[config.mk]
export PLATFORM = sky130hd
export DESIGN_NAME = i2c_tgt_irq_flags
export DESIGN_NICKNAME = d
export VERILOG_FILES = /design/src/rtl/i2c_tgt_irq_pkg.sv /design/src/rtl/i2c_tgt_flag_cell.sv /design/src/rtl/i2c_tgt_stop_fsm.sv /design/src/rtl/i2c_tgt_irq_flags.sv
export SDC_FILE = /design/constraint.sdc
export NUM_CORES = 1
export LEC_CHECK = 0
export ABC_AREA = 1
export BUFFER_PORTS_ARGS = -buffer_cell sky130_fd_sc_hd__buf_2
export CORE_MARGIN = 2
export CORE_UTILIZATION = 42
export CTS_CLUSTER_SIZE = 16
export DETAILED_ROUTE_END_ITERATION = 10
export HOLD_SLACK_MARGIN = 0.03
export PLACE_DENSITY_LB_ADDON = 0.1
export SETUP_SLACK_MARGIN = 0.05
export SYNTH_ARGS = -nofsm -noshare
export SYNTH_HDL_FRONTEND = slang
export SYNTH_HIERARCHICAL = 1
export SYNTH_SLANG_ARGS = --single-unit
export TNS_END_PERCENT = 10
[constraint.sdc]
create_clock -name clk -period 3.35 [get_ports clk]
set_input_delay 0.1675 -clock clk [delete_from_list [all_inputs] [get_ports clk]]
set_output_delay 0.1675 -clock clk [all_outputs]
set_load 0.01 [all_outputs]
[src/rtl/i2c_tgt_irq_pkg.sv]
package i2c_tgt_irq_pkg;
    localparam int FLAG_W  = 8;
    localparam int ERR_N   = 5;
    // bit positions are fixed: software decodes them
    localparam int B_ERR   = 7;
    localparam int B_RXF   = 4;
    localparam int B_TXE   = 3;
    localparam int B_DRDY  = 2;
    localparam int B_AMAT  = 1;
    localparam int B_STOP  = 0;
    localparam logic [FLAG_W-1:0] IMPL_MASK = 8'b1001_1111;

    typedef enum logic [1:0] {
        STOP_IDLE       = 2'd0,
        STOP_WAIT_MATCH = 2'd1,
        STOP_WAIT_CMD   = 2'd2
    } stop_state_t;
endpackage

[src/rtl/i2c_tgt_flag_cell.sv]
module i2c_tgt_flag_cell #(
    parameter bit IMPL = 1'b1
) (
    input  logic clk,
    input  logic rst_n,
    input  logic set_i,
    input  logic hw_clr_i,
    input  logic sw_clr_i,
    output logic flag_d_o,
    output logic flag_q_o
);
    logic q;

    // set has priority over every clear so no event is lost
    always_comb begin
        flag_d_o = IMPL ? (set_i | (q & ~hw_clr_i & ~sw_clr_i)) : 1'b0;
    end

    always_ff @(posedge clk or negedge rst_n) begin
        if (!rst_n) q <= 1'b0;
        else        q <= flag_d_o;
    end

    assign flag_q_o = q;
endmodule

[src/rtl/i2c_tgt_stop_fsm.sv]
module i2c_tgt_stop_fsm
    import i2c_tgt_irq_pkg::*;
(
    input  logic clk,
    input  logic rst_n,
    input  logic stop_set,
    input  logic stop_sw_clr,
    input  logic addr_valid,
    input  logic cmd_wr,
    output logic stop_hw_clr
);
    stop_state_t state, state_nx;

    always_ff @(posedge clk or negedge rst_n) begin
        if (!rst_n) state <= STOP_IDLE;
        else        state <= state_nx;
    end

    always_comb begin
        state_nx    = state;
        stop_hw_clr = 1'b0;
        unique case (state)
            STOP_IDLE: begin
                if (stop_set) state_nx = STOP_WAIT_MATCH;
            end
            STOP_WAIT_MATCH: begin
                if (stop_set)         state_nx = STOP_WAIT_MATCH;
                else if (stop_sw_clr) state_nx = STOP_IDLE;
                else if (addr_valid)  state_nx = STOP_WAIT_CMD;
            end
            STOP_WAIT_CMD: begin
                stop_hw_clr = cmd_wr;
                if (stop_set)         state_nx = STOP_WAIT_MATCH;
                else if (stop_sw_clr) state_nx = STOP_IDLE;
                else if (cmd_wr)      state_nx = STOP_IDLE;
            end
            default: state_nx = STOP_IDLE;
        endcase
    end
endmodule

[src/rtl/i2c_tgt_irq_flags.sv]
module i2c_tgt_irq_flags
    import i2c_tgt_irq_pkg::*;
#(
    parameter int ERR_W = ERR_N
) (
    input  logic             clk,
    input  logic             rst_n,
    input  logic [ERR_W-1:0] err_evt,
    input  logic             rx_at_thresh,
    input  logic             rx_empty,
    input  logic             tx_at_thresh,
    input  logic             tx_full,
    input  logic             byte_done,
    input  logic             addr_valid,
    input  logic             stop_seen,
    input  logic             stop_ours,
    input  logic             group_cmd_en,
    input  logic             data_wr,
    input  logic             data_rd,
    input  logic             smart_en,
    input  logic             cmd_wr,
    input  logic             ack_action,
    input  logic             host_wr,
    input  logic [7:0]       host_wdata,
    input  logic [7:0]       irq_en,
    output logic [7:0]       flags,
    output logic             irq,
    output logic             ack_req,
    output logic             ack_nack
);
    logic [FLAG_W-1:0] set_v, hw_clr_v, sw_clr_v, flags_d, flags_q;
    logic              stop_set, stop_hw_clr;
    logic              irq_q, ack_req_q, ack_nack_q;

    assign stop_set = stop_seen & (stop_ours | group_cmd_en);
    assign sw_clr_v = host_wr ? (host_wdata & IMPL_MASK) : '0;

    always_comb begin
        set_v    = '0;
        hw_clr_v = '0;
        set_v[B_ERR]     = |err_evt;
        set_v[B_RXF]     = rx_at_thresh;
        hw_clr_v[B_RXF]  = rx_empty;
        set_v[B_TXE]     = tx_at_thresh;
        hw_clr_v[B_TXE]  = tx_full;
        set_v[B_DRDY]    = byte_done;
        hw_clr_v[B_DRDY] = data_wr | (data_rd & smart_en) | cmd_wr;
        set_v[B_AMAT]    = addr_valid;
        hw_clr_v[B_AMAT] = cmd_wr;
        set_v[B_STOP]    = stop_set;
        hw_clr_v[B_STOP] = stop_hw_clr;
    end

    i2c_tgt_stop_fsm u_stop (
        .clk         (clk),
        .rst_n       (rst_n),
        .stop_set    (stop_set),
        .stop_sw_clr (sw_clr_v[B_STOP]),
        .addr_valid  (addr_valid),
        .cmd_wr      (cmd_wr),
        .stop_hw_clr (stop_hw_clr)
    );

    for (genvar i = 0; i < FLAG_W; i++) begin : g_flag
        i2c_tgt_flag_cell #(.IMPL(IMPL_MASK[i])) u_cell (
            .clk      (clk),
            .rst_n    (rst_n),
            .set_i    (set_v[i]),
            .hw_clr_i (hw_clr_v[i]),
            .sw_clr_i (sw_clr_v[i]),
            .flag_d_o (flags_d[i]),
            .flag_q_o (flags_q[i])
        );
    end

    always_ff @(posedge clk or negedge rst_n) begin
        if (!rst_n) begin
            irq_q      <= 1'b0;
            ack_req_q  <= 1'b0;
            ack_nack_q <= 1'b0;
        end else begin
            irq_q     <= |(flags_d & irq_en);
            ack_req_q <= sw_clr_v[B_AMAT] & flags_q[B_AMAT] & ~addr_valid;
            if (sw_clr_v[B_AMAT] & flags_q[B_AMAT] & ~addr_valid)
                ack_nack_q <= ack_action;
        end
    end

    assign flags    = flags_q;
    assign irq      = irq_q;
    assign ack_req  = ack_req_q;
    assign ack_nack = ack_nack_q;
endmodule

==> results of run 1 <==
final cells by class:
cell class	count	area (um^2)
Clock buffer	4	26.3
Fill cell	149	582
Inverter	29	110
Multi-Input combinational cell	60	280
Sequential cell	11	275
Tap cell	16	20.0
Timing Repair Buffer	45	230
state kept, by name, indices dropped and copies added, names as in the netlist:
signal and flops:
g_flag.u_cell/flag_q_o 6, u_stop/state 2, irq 1, ack_nack 1, ack_req 1
metal layers:
metal | global-route usage, % | vias up
met5 | 0 | -
met3 | 3.27 | 0
met4 | 9.70 | 0
li1 | - | 375
met1 | 19.5 | 294
met2 | 28.4 | 22
Yosys cell counts:
library cell                n
sky130_fd_sc_hd__nor2_4     1
sky130_fd_sc_hd__nand2_2    3
sky130_fd_sc_hd__clkinv_2   1
sky130_fd_sc_hd__nor2_1     4
sky130_fd_sc_hd__o21a_1     1
sky130_fd_sc_hd__nor2_8     1
sky130_fd_sc_hd__conb_1     3
sky130_fd_sc_hd__nor3_1     2
sky130_fd_sc_hd__nor2_2     1
sky130_fd_sc_hd__nand3_1    8
sky130_fd_sc_hd__dfrtp_1   11
sky130_fd_sc_hd__nand4_1    2
sky130_fd_sc_hd__inv_2      1
sky130_fd_sc_hd__nand2_1   32
sky130_fd_sc_hd__buf_4      4
sky130_fd_sc_hd__inv_1     27
cells by family after synthesis:
family / synth area share (%)
buffers and inverters: 20.4
AND/OR/NAND/NOR: 36.9
AO/OA/AOI/OAI: 1.09
flip-flops: 40.0
other: 1.64
cell usage in the layout, fill, tap and decap left out:
master / netlist / routed
sky130_fd_sc_hd__dlygate4sd3_1: 0 / 1
sky130_fd_sc_hd__nor2_4: 1 / 1
sky130_fd_sc_hd__buf_2: 0 / 44
sky130_fd_sc_hd__clkbuf_4: 0 / 3
sky130_fd_sc_hd__nand2_2: 3 / 3
sky130_fd_sc_hd__nor2_2: 1 / 1
sky130_fd_sc_hd__dfrtp_1: 11 / 11
sky130_fd_sc_hd__nor2_1: 4 / 4
sky130_fd_sc_hd__inv_1: 27 / 27
sky130_fd_sc_hd__inv_2: 1 / 1
sky130_fd_sc_hd__clkinv_2: 1 / 1
sky130_fd_sc_hd__nand2_1: 32 / 32
sky130_fd_sc_hd__conb_1: 3 / 5
sky130_fd_sc_hd__nor3_1: 2 / 2
sky130_fd_sc_hd__o21a_1: 1 / 1
sky130_fd_sc_hd__clkbuf_1: 0 / 1
sky130_fd_sc_hd__nand3_1: 8 / 8
sky130_fd_sc_hd__nor2_8: 1 / 1
sky130_fd_sc_hd__nand4_1: 2 / 2
stage by stage:
stage | hold WS, ps | instance area [um^2] | power, W | util [%] | setup WS, ps
after floorplan | -128 | 696 | 0.000192 | - | 2280
after global placement | 49.1 | 906 | 0.000224 | 59.4 | 2200
after detailed placement | 56.6 | 906 | 0.000226 | 59.4 | 2160
after CTS | 88.5 | 942 | 0.000324 | 61.8 | 2150
after global routing | 102 | 942 | 0.000342 | 61.8 | 2090
final | 102 | 942 | 0.000316 | 61.8 | 2160
worst max-delay path by stage:
stage | from | endpoint | slack (ps) | cells after the start
3_5_place_dp | u_stop/state[0] | irq | 2160 | 8
5_1_grt | u_stop/state[0] | irq | 2090 | 8
2_1_floorplan | u_stop/state[0] | irq | 2280 | 8
6_report | u_stop/state[0] | irq | 2160 | 8
3_3_place_gp | u_stop/state[0] | irq | 2200 | 8
4_1_cts | u_stop/state[0] | irq | 2150 | 8
worst min-delay path, stage by stage:
cell                      delay (ps)
sky130_fd_sc_hd__buf_2            70
sky130_fd_sc_hd__inv_1            30
sky130_fd_sc_hd__nand2_1          60
power by group through the flow:
stage          clock network (W)  logic [W]  registers [W]
2_1_floorplan                  0  0.0000364       0.000156
3_3_place_gp                   0  0.0000726       0.000151
3_5_place_dp                   0  0.0000742       0.000152
4_1_cts                0.0000991  0.0000754       0.000149
5_1_grt                 0.000106  0.0000856       0.000150
6_report               0.0000928  0.0000744       0.000149
==> results.txt, run 1 <==
----------------------------------------------------
[Status]
  Run status ... complete, no violations

[Synthesis]
  Portion of synthesized cell area occupied by the leading cell type ... 40.0%
  Area leader, netlist ... sky130_fd_sc_hd__dfrtp_1
  Count of state elements after synthesis ... 11
  Post-synthesis instance area ... 688 um^2
  Number of distinct standard cells referenced by the synthesized netlist ... 16
  Post-synthesis average cell area ... 6.75 um^2
  Number of instances in the synthesized netlist ... 102
  Top cells by area, synth ... sky130_fd_sc_hd__dfrtp_1 (40%), sky130_fd_sc_hd__nand2_1 (17%), sky130_fd_sc_hd__inv_1 (15%), sky130_fd_sc_hd__nand3_1 (5.8%), sky130_fd_sc_hd__buf_4 (4.4%)
  Yosys warnings ... 6
  Part of the Yosys area used for sequential elements ... 40.0%

[CTS]
  Number of buffers added to fix hold violations after cts ... 1
  Buffer depth of the longest clock path ... 2
  Resized cells post-CTS ... 0
  Post-CTS setup-driven buffer insertion count ... 0
  TritonCTS clock tree ... yes
  Clock H-tree levels ... 1
  Clock sink total ... 11
  Clock-pin transition on the worst setup and hold timing paths ... 70 ps
  Number of buffers inserted during clock tree synthesis ... 3
  Worst-skew pair later-pin latency ... 270 ps
  Library cell used as clock root buffer ... sky130_fd_sc_hd__clkbuf_4

[Timing]
  Final Max Slew Viols ... 0
  Largest clock skew in the final design ... 3.12 ps
  Final setup TNS ... 0 ps
  Post-route minimum period ... 1190 ps
  Final Hold Violating Endpoints ... 0
  Fmax ... 838 MHz
  Number of setup violations in the final report ... 0
  Unrepaired setup endpoints after global routing ... no
  Post-route fraction of the period consumed by the critical path ... 35.6%

[Place]
  Count of buffers inserted at the top-level ports ... 44
  Routability congestion estimate ... 0.741
  Number of placed cells counting well taps ... 160
  HPWL after detailed placement ... 1.17 mm

[Worst setup path]
  Reg-to-reg startpoint ... u_stop/state[0]
  Kind of cell with the highest combined delay on the critical path ... simple AND/OR/NAND/NOR gates
  CP Buf/Inv Count ... 1
  Reg-to-reg endpoint ... irq
  Setup slack on the worst flop-to-flop path ... 2160 ps
  Data required time at the worst endpoint ... 3510 ps
  Most used cell along the critical path ... sky130_fd_sc_hd__nand2_1
  Maximum fanout along the worst path ... 5
  Endpoint class of the critical path ... flop
  Max incr delay on CP ... 430 ps
  CP cell instances ... nor3_1 -> inv_1 -> nand3_1 -> nand2_1 -> nand2_1 -> nand2_1 -> nor2_1 -> nand2_1
  Depth of the worst register-to-register path ... 8
  Crit path kind ... reg -> reg
  Cell at the slowest stage of the critical path ... sky130_fd_sc_hd__dfrtp_1
  Sort of element at the start of the critical path ... flop
  CP arrival ... 1350 ps

[Route]
  DRC marker count from the first detailed-route iteration ... 10
  Uppermost layer routed ... met3
  Met3 Routed Length ... 77 um
  Number of nets with antenna violations after detailed routing ... 0
  Routed WL per cell ... 8.82 um
  Mean number of vias per cell ... 4.19
  First-pass iteration count of the detailed router ... 4
  Post-detailed-routing wire length ... 1.46 mm
  Via count of the routed design ... 691
  M1 WL ... 612 um
  DR WL met2 ... 764 um
  DRC ... 0

[Finish]
  Antenna Cells ... 0
  Share of post-route cells with drive strength above 1 ... 36.9%
  NumNets Final ... 188
  Filler-free cell count of the finished design ... 165
  Growth of design area from synthesis to finish ... 36.9%

[Die]
  Standard-cell rows ... 14
  Placeable core area ... 0.00152 mm^2
  Initial core utilization ... 45.2%
  Top-level I/O count ... 49
  Floorplan die area ... 0.00198 mm^2
  Die W ... 44.5 um
  Vertical die dimension ... 44.5 um

[GRT]
  Overall Global Routing Usage ... 16.8%
  GRT Residual Overflow ... 0
  Initial antenna violation count ... 0
  Global-route wire length before repair ... 2.44 mm
  Largest net degree at the start of global routing ... 12
  Number of global-route vias before repair ... 661

[Power]
  Proportion of total power due to net switching ... 29.2%
  P per Cell Area ... 336 mW/mm^2
  Power share of the combinational group ... 23.5%
  Max VDD drop ... 0.206 mV
  Reported leakage power ... 0.618 nW
  Pint ... 0.000224 W
  P_sw ... 0.0000922 W
  Fraction of power consumed by sequential logic ... 47.1%
  Share of power burned in the clock network ... 29.3%

[Flow run]
  # Max-Cap Violations ... 0

[Min path]
  Worst hold path type ... in -> reg
  Worst hold endpoint ... g_flag[2].u_cell/flag_q_o
  Hold Path Origin ... byte_done
  Hold path cells ... 3

----------------------------------------------------
Power figures use the tool's default switching activity.
==> run 2, diff against run 1 <==
- CORE_UTILIZATION: 42 -> 39
- clock period: 3.35 -> 1.2 ns (I/O delays scaled with it)
==> run 2 against run 1 <==
Effect of this change:
- first-iteration DRC count is 40% lower
- sequential share of layout area is 1.7 points lower
- hold slack worse by 66 ps
- cell count is 3.6% higher
- design area is 6.2% higher
- non-clock buffer count is 5 higher
- sequential power grew to 2.8 times the previous value
- global-route usage is 1.2 points higher
- power grew to 2.9 times the previous value
- highest routed layer is now met4
- die area is 7.0% higher
- setup slack worse by 2100 ps
==> results.txt, run 2 (synthesized netlist as in run 1, its figures left out) <==
----------------------------------------------------
[Status]
  Run status ... complete, no violations

[CTS]
  Worst-skew pair later-pin latency ... 270 ps (about the same)
  TritonCTS clock tree ... yes
  Library cell used as clock root buffer ... sky130_fd_sc_hd__clkbuf_4
  Buffer depth of the longest clock path ... 2 (unchanged)
  Clock H-tree levels ... 1 (unchanged)
  Clock sink total ... 11 (unchanged)
  Number of buffers inserted during clock tree synthesis ... 3 (unchanged)
  Clock-pin transition on the worst setup and hold timing paths ... 70 ps (about the same)

[GRT]
  Largest net degree at the start of global routing ... 12 (unchanged)
  Overall Global Routing Usage ... 18.0% (+1.2 points)
  Initial antenna violation count ... 0 (unchanged)
  Global-route wire length before repair ... 2.61 mm (+7.1%)
  Number of global-route vias before repair ... 648 (-2.0%)
  GRT Residual Overflow ... 0 (unchanged)

[Die]
  Vertical die dimension ... 46.0 um (+3.4%)
  Placeable core area ... 0.00169 mm^2 (+11%)
  Die W ... 46.0 um (+3.4%)
  Floorplan die area ... 0.00212 mm^2 (+7.0%)
  Standard-cell rows ... 15 (+1)
  Initial core utilization ... 40.7% (-4.4 points)
  Top-level I/O count ... 49 (unchanged)

[Timing]
  Post-route fraction of the period consumed by the critical path ... 91.7% (+56 points)
  Fmax ... 909 MHz (+8.5%)
  Final Hold Violating Endpoints ... 0 (unchanged)
  Post-route minimum period ... 1100 ps (-93.4 ps)
  Unrepaired setup endpoints after global routing ... yes
  Number of setup violations in the final report ... 0 (unchanged)
  Tightest hold margin ... 36.0 ps (-65.6 ps)
  Final Max Slew Viols ... 0 (unchanged)
  Largest clock skew in the final design ... 2.80 ps (-0.312 ps)

[Route]
  First-pass iteration count of the detailed router ... 4 (unchanged)
  Post-detailed-routing wire length ... 1.55 mm (+6.4%)
  Number of nets with antenna violations after detailed routing ... 0 (unchanged)
  Mean number of vias per cell ... 4.22 (+0.68%)
  Via count of the routed design ... 721 (+4.3%)
  DRC marker count from the first detailed-route iteration ... 6 (-4)
  Routed WL per cell ... 9.05 um (+2.7%)
  DRC ... 0 (unchanged)

[Flow run]
  # Max-Cap Violations ... 0 (unchanged)

[Place]
  HPWL after detailed placement ... 1.29 mm (+9.6%)
  Count of buffers inserted at the top-level ports ... 44 (unchanged)
  Routability congestion estimate ... 0.780 (+5.2%)
  Cell area reported after detailed placement ... 915 um^2 (+0.97%)

[Worst setup path]
  Sort of element at the start of the critical path ... flop
  Data required time at the worst endpoint ... 1360 ps (-2150 ps)
  Reg-to-reg startpoint ... u_stop/state[0]
  Maximum fanout along the worst path ... 2 (-3)
  Depth of the worst register-to-register path ... 8 (unchanged)
  Most used cell along the critical path ... sky130_fd_sc_hd__nand2_1
  Cell at the slowest stage of the critical path ... sky130_fd_sc_hd__dfrtp_1
  Crit path kind ... reg -> reg
  CP Buf/Inv Count ... 1 (unchanged)
  CP cell instances ... nor3_2 -> inv_1 -> nand3_2 -> nand2_2 -> nand2_1 -> nand2_1 -> nor2_1 -> nand2_1
  CP arrival ... 1260 ps (-90 ps)
  Kind of cell with the highest combined delay on the critical path ... simple AND/OR/NAND/NOR gates
  Worst Setup SP ... u_stop/state[0]
  Endpoint class of the critical path ... flop
  Max incr delay on CP ... 390 ps (-40 ps)
  Reg-to-reg endpoint ... irq
  Setup slack on the worst flop-to-flop path ... 100 ps (-2060 ps)

[Power]
  Max VDD drop ... 0.668 mV (+220%)
  P per Cell Area ... 900 mW/mm^2 (+170%)
  Reported leakage power ... 0.647 nW (+4.6%)

[Finish]
  Footprint of the multi-input gates ... 293 um^2 (+4.5%)
  NumNets Final ... 193 (+2.7%)
  Growth of design area from synthesis to finish ... 45.5%
  Area used by sequential logic in the layout ... 275 um^2 (unchanged)
  Flip-flop count of the largest register after layout ... 6 (unchanged)
  Count of filler cells inserted in the layout ... 176 (+18%)
  Share of post-route cells with drive strength above 1 ... 39.0% (+2.0 points)
  Most common cell after layout, fill and taps aside ... sky130_fd_sc_hd__buf_2
  Fin area ... 0.00100 mm^2 (+6.2%)
  Leading cell types in the layout, fill and taps excluded ... sky130_fd_sc_hd__buf_2 (44), sky130_fd_sc_hd__nand2_1 (31), sky130_fd_sc_hd__inv_1 (27), sky130_fd_sc_hd__dfrtp_1 (11), sky130_fd_sc_hd__nand3_1 (7)
  Antenna Cells ... 0 (unchanged)

[Min path]
  Worst hold endpoint ... ack_nack
  Hold path cells ... 3 (unchanged)
  Worst hold path type ... in -> reg
  Hold Path Origin ... ack_action

----------------------------------------------------
## run 2: cell count changes in the layout (fill, tap and decap cells not counted)
cell / before / now
sky130_fd_sc_hd__buf_4: 0 / 2
sky130_fd_sc_hd__dlygate4sd3_1: 1 / 4
sky130_fd_sc_hd__nand2_1: 32 / 31
sky130_fd_sc_hd__nand2_2: 3 / 4
sky130_fd_sc_hd__nand3_1: 8 / 7
sky130_fd_sc_hd__nand3_2: 0 / 1
sky130_fd_sc_hd__nor3_1: 2 / 1
sky130_fd_sc_hd__nor3_2: 0 / 1
## run 2: tightest hold or removal path: cells and delay by family
kind	cells	cell delay, ps
buffers and inverters	1	80
AND/OR/NAND/NOR	2	120
## run 2: what timing repair did
action	4_1_cts	5_1_grt
resized for setup	1	2
setup buffers	1	0
setup endpoints to repair	1	1
hold buffers	4	0
pin swaps	0	6
endpoints found under the hold margin	14	0
## run 2: worst max path at each step
stage	to	slack (ps)	cells past startpoint
6_report	irq	100	8
2_1_floorplan	irq	130	8
5_1_grt	irq	-5	8
4_1_cts	irq	50	9
3_5_place_dp	irq	20	9
3_3_place_gp	irq	90	9
## run 2: layout make-up
type                       instances  share of cell area (%)
sequential                        11                    27.5
clock buffer                       4                    2.63
timing repair buffer              50                    27.5
multi-input combinational         60                    29.3
tap                               17                    2.13
inverter                          29                    11.0
## run 2: report_power, final
part / leakage, nW / switching (W) / internal (W)
clock network: 0.0150 / 0.000125 / 0.000129
logic: 0.507 / 0.000119 / 0.000113
registers: 0.125 / 0.0000171 / 0.000399
total: 0.647 / 0.000261 / 0.000641
## run 2: per-stage QoR
| stage | TNS, ps | setup slack [ps] | power [W] | std cells | utilization [%] |
|---|---|---|---|---|---|
| detailed placement | 0 | 19.5 | 0.000640 | 162 | 54.1 |
| finish | 0 | 99.6 | 0.000901 | 171 | 59.3 |
| floorplan | 0 | 127 | 0.000536 | 104 | - |
| global placement | 0 | 88.2 | 0.000631 | 162 | 54.1 |
| global route | -4.53 | -4.53 | 0.000974 | 171 | 59.3 |
| CTS | 0 | 53.3 | 0.000913 | 171 | 58.8 |
## run 2: metal layers
layer  share of wire (%)  global-route usage [%]  up-vias
li1                    -                       -      388
met1                  40                    19.4      302
met2                  53                    30.3       27
met3                 5.4                    7.94        4
met4                 2.1                    7.43        0
met5                   0                       0        -
==> run 3, diff against run 2 <==
- CAP_MARGIN: default -> 10
- CORE_UTILIZATION: 39 -> 35
- clock period: 1.2 -> 0.9 ns (I/O delays scaled with it)
==> run 3 against run 2 <==
Effect of this change:
- the run now ends with hold timing, setup timing left
- hold slack got worse by 60 ps
- routed wire length down 3.6%
- via count up 1.7%
- non-clock buffer count rose by 4
- clock-buffer cell count is the same
- sequential power is 32% higher
- highest routed layer unchanged
==> results.txt, run 3 (synthesized netlist as in run 1, its figures left out) <==
----------------------------------------------------
[Min path]
  Worst hold path type ... in -> reg
  Hold Path Origin ... rx_at_thresh

[Finish]
  NumNets Final ... 197 (+2.1%)
  Count of filler cells inserted in the layout ... 208 (+18%)
  Share of post-route cells with drive strength above 1 ... 41.1% (+2.2 points)
  Growth of design area from synthesis to finish ... 52.0%
  Antenna Cells ... 0 (unchanged)
  Most common cell after layout, fill and taps aside ... sky130_fd_sc_hd__buf_2
  Core occupancy in the finished layout ... 55.0% (-4.3 points)
  Flip-flop count of the largest register after layout ... 6 (unchanged)
  Leading cell types in the layout, fill and taps excluded ... sky130_fd_sc_hd__buf_2 (43), sky130_fd_sc_hd__nand2_1 (32), sky130_fd_sc_hd__inv_1 (26), sky130_fd_sc_hd__dfrtp_1 (11), sky130_fd_sc_hd__nand3_1 (8)

[Die]
  Initial core utilization ... 36.2% (-4.6 points)
  Standard-cell rows ... 16 (+1)
  Floorplan die area ... 0.00234 mm^2 (+10%)
  Top-level I/O count ... 49 (unchanged)
  Placeable core area ... 0.00190 mm^2 (+13%)
  Die W ... 48.3 um (+5.1%)
  Vertical die dimension ... 48.3 um (+5.1%)

[Power]
  Pint ... 0.000873 W (+36%)
  Reported leakage power ... 0.674 nW (+4.3%)
  P_sw ... 0.000347 W (+33%)
  Power share of the combinational group ... 27.3% (+1.5 points)
  Max VDD drop ... 0.832 mV (+24%)
  P per Cell Area ... 1170 mW/mm^2 (+30%)
  Fraction of power consumed by sequential logic ... 45.2% (-0.9 points)
  Proportion of total power due to net switching ... 28.5% (-0.46 points)
  Share of power burned in the clock network ... 27.5% (-0.6 points)

[Worst setup path]
  CP arrival ... 1220 ps (-40 ps)
  Critical path depth in cells ... 8 (unchanged)
  Crit path kind ... reg -> reg
  Max incr delay on CP ... 390 ps (about the same)
  Worst Setup EP ... irq
  Setup slack on the worst flop-to-flop path ... -160 ps (-260 ps)
  Data required time at the worst endpoint ... 1060 ps (-300 ps)
  Reg-to-reg startpoint ... u_stop/state[0]
  Endpoint class of the critical path ... flop
  Kind of cell with the highest combined delay on the critical path ... simple AND/OR/NAND/NOR gates
  CP Buf/Inv Count ... 1 (unchanged)
  Sort of element at the start of the critical path ... flop
  Cell at the slowest stage of the critical path ... sky130_fd_sc_hd__dfrtp_1
  CP cell instances ... nor3_2 -> inv_1 -> nand3_1 -> nand2_1 -> nand2_1 -> nand2_1 -> nor2_1 -> nand2_1
  Reg-to-reg endpoint ... irq
  Worst Setup SP ... u_stop/state[0]
  Maximum fanout along the worst path ... 2 (unchanged)
  Most used cell along the critical path ... sky130_fd_sc_hd__nand2_1
  Depth of the worst register-to-register path ... 8 (unchanged)

[CTS]
  Clock sink total ... 11 (unchanged)
  Number of buffers inserted during clock tree synthesis ... 3 (unchanged)
  Clock H-tree levels ... 1 (unchanged)
  Worst-skew pair later-pin latency ... 270 ps (about the same)
  Number of buffers added to fix hold violations after cts ... 2 (-2)
  Buffer depth of the longest clock path ... 2 (unchanged)
  Clock-pin transition on the worst setup and hold timing paths ... 70 ps (about the same)
  Library cell used as clock root buffer ... sky130_fd_sc_hd__clkbuf_4
  TritonCTS clock tree ... yes

[Timing]
  Final Hold Violating Endpoints ... 2 (+2)
  Fmax ... 947 MHz (+4.2%)
  Post-route minimum period ... 1060 ps (-43.9 ps)
  Post-route fraction of the period consumed by the critical path ... 117% (+26 points)
  Final Max Slew Viols ... 0 (unchanged)
  Tightest hold margin ... -23.6 ps (-59.7 ps)
  Number of setup violations in the final report ... 2 (+2)
  Crit path setup slack, layout ... -156 ps (-256 ps)
  Largest clock skew in the final design ... 5.68 ps (+2.88 ps)
  Unrepaired setup endpoints after global routing ... yes

[Place]
  HPWL after detailed placement ... 1.28 mm (-0.22%)
  Routability congestion estimate ... 0.758 (-2.9%)
  Count of buffers inserted at the top-level ports ... 44 (unchanged)
  Pre-CTS setup slack ... -173 ps (-192 ps)

[Status]
  Run status ... finished, violations left
  Failing checks ... hold timing, setup timing

[Route]
  Routed WL per cell ... 8.06 um (-11%)
  Via count of the routed design ... 733 (+1.7%)
  Number of nets with antenna violations after detailed routing ... 0 (unchanged)
  DRC marker count from the first detailed-route iteration ... 9 (+3)
  Post-detailed-routing wire length ... 1.49 mm (-3.6%)
  First-pass iteration count of the detailed router ... 4 (unchanged)
  Mean number of vias per cell ... 3.96 (-6.0%)
  DRC ... 0 (unchanged)

[GRT]
  Initial antenna violation count ... 0 (unchanged)
  Overall Global Routing Usage ... 15.1% (-2.9 points)
  Largest net degree at the start of global routing ... 12 (unchanged)
  Global-route wire length before repair ... 2.70 mm (+3.7%)
  Number of global-route vias before repair ... 677 (+4.5%)
  GRT Residual Overflow ... 0 (unchanged)

[Flow run]
  # Max-Cap Violations ... 0 (unchanged)

----------------------------------------------------
[run 3: cell count changes in the layout (fill, tap and decap cells not counted), moves of 2 or more]
cell	delta
sky130_fd_sc_hd__buf_6	+2
sky130_fd_sc_hd__nand2_2	-2
sky130_fd_sc_hd__dlygate4sd3_1	-2
sky130_fd_sc_hd__buf_4	+5
[run 3: cell type report]
class / instances / area, um^2 / share of cell area [%]
well taps: 27 / 33.8 / 3.23
inverters: 29 / 110 / 10.5
multi-input cells: 60 / 290 / 27.8
repair buffers: 54 / 310 / 29.7
flip-flops and latches: 11 / 275 / 26.3
clock buffers: 4 / 26.3 / 2.51
[run 3: worst reg2reg max path: cells and delay by family, from the launching register on]
kind                   cells  cell delay, ps
buffers and inverters      1              50
AND/OR/NAND/NOR            7             510
flip-flops                 1             390
[run 3: metal layers]
metal | up-vias | GRT usage (%) | routed length [um]
li1 | 396 | - | -
met1 | 314 | 16.5 | 639
met2 | 21 | 26.6 | 756
met3 | 2 | 5.56 | 74
met4 | 0 | 5.71 | 21
met5 | - | 0 | 0
[run 3: what timing repair did]
| action | CTS | global route |
|---|---|---|
| setup buffers | 0 | 1 |
| pin swaps | 3 | 1 |
| setup endpoints to repair | 6 | 13 |
| gates resized for setup | 3 | 1 |
| hold endpoints to repair | 14 | 2 |
[run 3: worst min path at each step]
stage                                           end  slack [ps]  depth (start not counted)
after global placement                     ack_nack         -70                          1
after global routing      g_flag[4].u_cell/flag_q_o         -30                          3
final                     g_flag[4].u_cell/flag_q_o         -20                          3
after CTS                 g_flag[4].u_cell/flag_q_o         -30                          3
after detailed placement                   ack_nack         -70                          1
after floorplan                            ack_nack        -250                          0
[run 3: stage by stage]
| step | setup TNS, ps | cell area, um^2 | instances | hold WS (ps) | power, W |
|---|---|---|---|---|---|
| after global routing | -327 | 1050 | 185 | -32.0 | 0.00132 |
| after global placement | -139 | 977 | 178 | -72.3 | 0.000869 |
| after detailed placement | -173 | 977 | 178 | -71.8 | 0.000877 |
| final | -181 | 1050 | 185 | -23.6 | 0.00122 |
| after floorplan | -112 | 701 | 104 | -251 | 0.000717 |
| after CTS | -218 | 1030 | 184 | -31.0 | 0.00124 |
[run 3: power by group through the flow]
stage | clock (W) | combinational (W) | sequential (W)
2_1_floorplan | 0 | 0.000137 | 0.000580
3_3_place_gp | 0 | 0.000309 | 0.000560
3_5_place_dp | 0 | 0.000315 | 0.000561
4_1_cts | 0.000359 | 0.000331 | 0.000552
5_1_grt | 0.000385 | 0.000378 | 0.000556
6_report | 0.000336 | 0.000333 | 0.000551
